File: src/rtl/loader_pkg.sv
package loader_pkg;
   typedef enum logic [1:0] {
      TGT_NONE = 2'd0,
      TGT_CFG  = 2'd1,
      TGT_DISP = 2'd2
   } tgt_e;
endpackage

File: src/rtl/ld_edge_det.sv
module ld_edge_det (
   input  logic clk,
   input  logic rst_n,
   input  logic sclk,
   input  logic sel_n,
   output logic sclk_rise,
   output logic sclk_fall,
   output logic sel_rise,
   output logic sel_fall,
   output logic in_sync
);
   logic sclk_d, sel_d, desync_q;

   always_ff @(posedge clk or negedge rst_n) begin
      if (!rst_n) begin
         sclk_d <= 1'b0;
         sel_d  <= 1'b1;
      end else begin
         sclk_d <= sclk;
         sel_d  <= sel_n;
      end
   end

   assign sclk_rise = sclk & ~sclk_d;
   assign sclk_fall = ~sclk & sclk_d;
   assign sel_rise  = sel_n & ~sel_d;
   assign sel_fall  = ~sel_n & sel_d;

   // select edge with serial clock high loses sync; idle-low clock restores it
   always_ff @(posedge clk or negedge rst_n) begin
      if (!rst_n)
         desync_q <= 1'b0;
      else if ((sel_rise | sel_fall) & sclk)
         desync_q <= 1'b1;
      else if (sel_n & ~sclk)
         desync_q <= 1'b0;
   end

   assign in_sync = ~desync_q;
endmodule

File: src/rtl/ld_shifter.sv
module ld_shifter #(
   parameter int SR_W       = 24,
   parameter int CNT_W      = 5,
   parameter bit HALF_STAGE = 1'b1
) (
   input  logic             clk,
   input  logic             rst_n,
   input  logic             sdin,
   input  logic             sel_n,
   input  logic             shift_en,
   input  logic             sclk_fall,
   output logic [SR_W-1:0]  sr_q,
   output logic [CNT_W-1:0] cnt_q,
   output logic             sdout
);
   localparam logic [CNT_W-1:0] CNT_MAX = {CNT_W{1'b1}};

   always_ff @(posedge clk or negedge rst_n) begin
      if (!rst_n) begin
         sr_q  <= '0;
         cnt_q <= '0;
      end else if (sel_n) begin
         sr_q  <= '0;
         cnt_q <= '0;
      end else if (shift_en) begin
         sr_q  <= {sr_q[SR_W-2:0], sdin};
         if (cnt_q != CNT_MAX)
            cnt_q <= cnt_q + 1'b1;
      end
   end

   logic dout_q;
   generate
      if (HALF_STAGE) begin : g_half
         always_ff @(posedge clk or negedge rst_n) begin
            if (!rst_n)          dout_q <= 1'b0;
            else if (sel_n)      dout_q <= 1'b0;
            else if (sclk_fall)  dout_q <= sr_q[SR_W-1];
         end
      end else begin : g_direct
         always_ff @(posedge clk or negedge rst_n) begin
            if (!rst_n)          dout_q <= 1'b0;
            else if (sel_n)      dout_q <= 1'b0;
            else if (shift_en)   dout_q <= sr_q[SR_W-2];
         end
      end
   endgenerate

   assign sdout = dout_q;
endmodule

File: src/rtl/ld_commit.sv
module ld_commit
   import loader_pkg::*;
#(
   parameter int CFG_W  = 8,
   parameter int DISP_W = 24,
   parameter int CNT_W  = 5
) (
   input  logic              clk,
   input  logic              rst_n,
   input  logic              sel_rise,
   input  logic              commit_ok,
   input  logic [CNT_W-1:0]  cnt,
   input  logic [DISP_W-1:0] sr,
   output logic [CFG_W-1:0]  cfg_q,
   output logic [DISP_W-1:0] disp_q,
   output logic              blank_o
);
   localparam logic [CNT_W-1:0] N_CFG  = CNT_W'(CFG_W);
   localparam logic [CNT_W-1:0] N_DISP = CNT_W'(DISP_W);

   tgt_e tgt;
   always_comb begin
      tgt = TGT_NONE;
      if (sel_rise && commit_ok) begin
         if (cnt == N_CFG)       tgt = TGT_CFG;
         else if (cnt == N_DISP) tgt = TGT_DISP;
      end
   end

   always_ff @(posedge clk or negedge rst_n) begin
      if (!rst_n) begin
         cfg_q   <= '0;
         disp_q  <= '0;
         blank_o <= 1'b0;
      end else begin
         blank_o <= sel_rise;
         case (tgt)
            TGT_CFG: begin
               cfg_q <= sr[CFG_W-1:0];
               if (!sr[0]) disp_q <= '0;
            end
            TGT_DISP: disp_q <= sr;
            default: ;
         endcase
      end
   end
endmodule

File: src/rtl/len_steer_loader.sv
module len_steer_loader #(
   parameter int CFG_W      = 8,
   parameter int DISP_W     = 24,
   parameter int CNT_W      = 5,
   parameter bit HALF_STAGE = 1'b1
) (
   input  logic              clk,
   input  logic              rst_n,
   input  logic              sclk,
   input  logic              sdin,
   input  logic              sel_n,
   output logic              sdout,
   output logic [CFG_W-1:0]  cfg_q,
   output logic [DISP_W-1:0] disp_q,
   output logic              blank_o,
   output logic              bright_o
);
   generate
      if (DISP_W <= CFG_W) begin : g_bad_w
         $error("DISP_W must exceed CFG_W");
      end
      if ((1 << CNT_W) - 1 <= DISP_W) begin : g_bad_cnt
         $error("CNT_W too narrow to saturate above DISP_W");
      end
   endgenerate

   logic sclk_rise, sclk_fall, sel_rise, sel_fall, in_sync;
   logic [DISP_W-1:0] sr;
   logic [CNT_W-1:0]  cnt;

   ld_edge_det u_edge (
      .clk(clk), .rst_n(rst_n), .sclk(sclk), .sel_n(sel_n),
      .sclk_rise(sclk_rise), .sclk_fall(sclk_fall),
      .sel_rise(sel_rise), .sel_fall(sel_fall), .in_sync(in_sync)
   );

   ld_shifter #(.SR_W(DISP_W), .CNT_W(CNT_W), .HALF_STAGE(HALF_STAGE)) u_shift (
      .clk(clk), .rst_n(rst_n), .sdin(sdin), .sel_n(sel_n),
      .shift_en(sclk_rise & in_sync & ~sel_fall),
      .sclk_fall(sclk_fall), .sr_q(sr), .cnt_q(cnt), .sdout(sdout)
   );

   ld_commit #(.CFG_W(CFG_W), .DISP_W(DISP_W), .CNT_W(CNT_W)) u_commit (
      .clk(clk), .rst_n(rst_n), .sel_rise(sel_rise),
      .commit_ok(in_sync & ~sclk), .cnt(cnt), .sr(sr),
      .cfg_q(cfg_q), .disp_q(disp_q), .blank_o(blank_o)
   );

   assign bright_o = disp_q[DISP_W-1];
endmodule

File: config.mk
export PLATFORM = sky130hd
export DESIGN_NAME = len_steer_loader
export DESIGN_NICKNAME = d
export VERILOG_FILES = /design/src/rtl/loader_pkg.sv /design/src/rtl/ld_edge_det.sv /design/src/rtl/ld_shifter.sv /design/src/rtl/ld_commit.sv /design/src/rtl/len_steer_loader.sv
export SDC_FILE = /design/constraint.sdc
export NUM_CORES = 1
export LEC_CHECK = 0
export BUFFER_PORTS_ARGS = -buffer_cell sky130_fd_sc_hd__buf_2
export CORE_ASPECT_RATIO = 0.9
export CORE_MARGIN = 2
export CORE_UTILIZATION = 55
export DETAILED_ROUTE_END_ITERATION = 16
export PLACE_DENSITY = 0.78
export SETUP_SLACK_MARGIN = 0.1
export SLEW_MARGIN = 10
export SYNTH_ARGS = -nofsm -noshare
export SYNTH_HDL_FRONTEND = slang
export SYNTH_SLANG_ARGS = --single-unit
File: constraint.sdc
create_clock -name clk -period 2.5 [get_ports clk]
set_input_delay 0.125 -clock clk [delete_from_list [all_inputs] [get_ports clk]]
set_output_delay 0.125 -clock clk [all_outputs]
set_load 0.005 [all_outputs]
==> flow_metrics.env <==
export IMPL_status="complete, no violations"
export IMPL_grt_pass1_vias=1889
export IMPL_antenna_found_initial=0
export IMPL_numCtsBuffers=9
export IMPL_viasPerCell=5.43
export IMPL_ios=40
export IMPL_drive_above_1_share_pct=27.2
export IMPL_synthCells=227
export IMPL_root_buffer="clkbuf_8"
export IMPL_grt_total_usage_pct=22.0
export IMPL_diodes=0
export IMPL_syn_num_nets=237
export IMPL_rsz0062_at_grt="false"
export IMPL_p_leak_nw=1.56
export IMPL_synth_top_cells_by_count="65 x dfrtp_1, 48 x nand2_1, 28 x a21oi_1, 23 x a22o_1, 9 x mux2_2"
export IMPL_critical_path_class="reg -> reg"
export IMPL_hold_start="sdin"
export IMPL_syn_avg_cell_area_sq_um=11.5
export IMPL_synth_edff_count=0
export IMPL_end_kind="register"
export IMPL_synth_ff_latch_count=66
export IMPL_cts_setup_buffers=0
export IMPL_synth_most_common_cell="dfrtp_1"
export IMPL_gp_congestion=0.779
export IMPL_timing_final_crit_share_pct=79.8
export IMPL_fp_dieW_microns=76.7
export IMPL_drc=0
export IMPL_areaGrowthSynthToFinish_pct=19.5
export IMPL_gr_total_overflow=0
export IMPL_slew_violations=0
export IMPL_clkLatencyLatePin_ps=340
export IMPL_clock_path_buffers=2
export IMPL_clock_sinks=66
export IMPL_critPathLaunchType="register"
export IMPL_ant_nets=0
export IMPL_ir_drop_mv=0.495
export IMPL_rows=23
export IMPL_htree_levels=3
export IMPL_drv_cap=0
export IMPL_fin_crit_ps=1990
export IMPL_crit_fanout=8
export IMPL_initial_core_util_pct=57.9
export IMPL_fillCellCount=357
export IMPL_wirelength_mm=5.18
export IMPL_via_count=1834
export IMPL_setup_viol=0
export IMPL_drt_initial_drc_count=111
export IMPL_holdCritPathClass="in -> reg"
export IMPL_nNetsFinal=281
export IMPL_crit_arrival_ps=2220
export IMPL_wire_per_inst_microns=15.3
export IMPL_die_area_sq_um=5330
export IMPL_core_area_sq_um=4520
export IMPL_synthFlopType="dfrtp_1"
export IMPL_dp_cells=320
export IMPL_slew_headroom_pct=37.7
export IMPL_tns_ps=0
export IMPL_hold_violations=0
export IMPL_critPathLaunch="u_shift.cnt_q[0]"
export IMPL_synthTopCellsByArea="dfrtp_1 62%, a22o_1 7.7%, nand2_1 6.9%, a21oi_1 5.4%, mux2_2 3.9%"
export IMPL_r2r_start="u_shift.cnt_q[0]"
export IMPL_yosysSeqAreaShare_pct=63.2
export IMPL_worst_pin_slew_ps=935
export IMPL_synth_area_sq_um=2620
export IMPL_dieHeight_microns=69.4
export IMPL_io_buffer_count=39
export IMPL_clk_pin_slew_ps=70
export IMPL_fin_skew_ps=7.98
export IMPL_hpwl_mm=3.24
export IMPL_final_cells=338
export IMPL_fmax_ghz=0.501
export IMPL_synthArstFlopShare_pct=100
export IMPL_grt_max_degree=45
export IMPL_grt_pass1_wl_mm=9.12
export IMPL_netlist_area_leader_share_pct=62.2
export IMPL_yosys_warnings=0
export IMPL_p_per_area_nw_per_um2=657
export IMPL_crit_required_ps=2730
export IMPL_first_pass_iters=4
export IMPL_cts_tree="done"
export IMPL_synth_top_area_cell="dfrtp_1"
export IMPL_synthDistinctLibCells=26
metal layers:
metal  vias up  global-route usage, %  routed length, microns
met5         -                      0                       0
met4         0                   7.07                      61
li1        875                      -                       -
met3         6                   8.33                     290
met1       897                   29.1                    2420
met2        56                   33.8                    2400
path summary, 6_finish.rpt:
path	slack [ps]	depth (start not counted)	endpoint
worst max-delay path	510	5	u_commit.cfg_q[2]
worst min-delay path	20	3	u_shift.sr_q[0]
worst max register to register	510	5	u_commit.cfg_q[2]
worst min register to register	500	1	u_commit.disp_q[4]
max in group asynchronous	1270	3	u_shift.sr_q[0]
min in group asynchronous	460	2	u_shift.cnt_q[3]
through the flow:
stage	total power (W)	utilization (%)	setup WS (ps)	hold slack, ps	instance area (sq um)
2_1_floorplan	0.00113	-	748	-171	2620
5_1_grt	0.00214	69.2	343	22.0	3130
3_5_place_dp	0.00118	64.2	513	330	2900
6_report	0.00205	69.2	506	24.6	3130
4_1_cts	0.00209	69.2	497	3.76	3130
3_3_place_gp	0.00118	64.2	605	323	2900
cell type report:
type	instances	area, sq um	area share [%]
Inverter	7	26.3	0.841
Sequential cell	66	1650	52.9
Clock buffer	11	151	4.84
Timing Repair Buffer	48	280	8.97
Clock inverter	5	52.6	1.68
Multi-Input combinational cell	139	885	28.3
Tap cell	62	77.6	2.48
placed cells by master (no fill, tap or decap), types with 2 or more instances in the layout:
cell / Yosys / layout
nand3_1: 5 / 5
mux2_2: 9 / 9
dlygate4sd3_1: 0 / 2
buf_2: 6 / 39
clkinv_2: 0 / 3
clkbuf_8: 0 / 11
buf_4: 1 / 6
dfrtp_1: 65 / 65
and3_1: 2 / 2
o21ai_0: 5 / 5
a22o_1: 23 / 23
inv_1: 7 / 7
nor2_1: 2 / 2
a21oi_1: 28 / 28
ha_1: 5 / 5
nand2_1: 48 / 48
power by group:
part	internal, W	total [W]	switching (W)
clock network	0.000509	0.000897	0.000388
logic	0.0000205	0.0000744	0.0000539
registers	0.00108	0.00108	0.00000761
total	0.00160	0.00205	0.000450
cells by family (layout without fill, tap and decap cells):
group	Yosys count	after routing	share of synthesized area, %
AND/OR/NAND/NOR	65	65	11.6
buffers and inverters	22	71	3.59
adder cells (fa/ha/maj)	5	5	2.39
flip-flops	66	66	63.2
AO/OA/AOI/OAI	59	59	15.0
multiplexers	10	10	4.26
timing repair:
action,in CTS,in global routing
hold buffers,2,0
gates resized for setup,0,0
hold endpoints to repair,42,0
registers in the layout (all words and copies together), names as in the netlist:
signal / cells
u_commit.blank_o: 1
u_commit.cfg_q: 8
u_commit.disp_q: 24
u_edge.desync_q: 1
u_edge.sclk_d: 1
u_edge.sel_d: 1
u_shift.cnt_q: 5
u_shift.sdout: 1
u_shift.sr_q: 24
worst max-delay path, cell delays in order (launching register included):
cell and delay (ps):
dfrtp_1 400, inv_1 80, ha_1 140, nor4b_2 350, and4b_1 510, mux2_2 390
No activity file was read; power rests on OpenSTA's default activity.
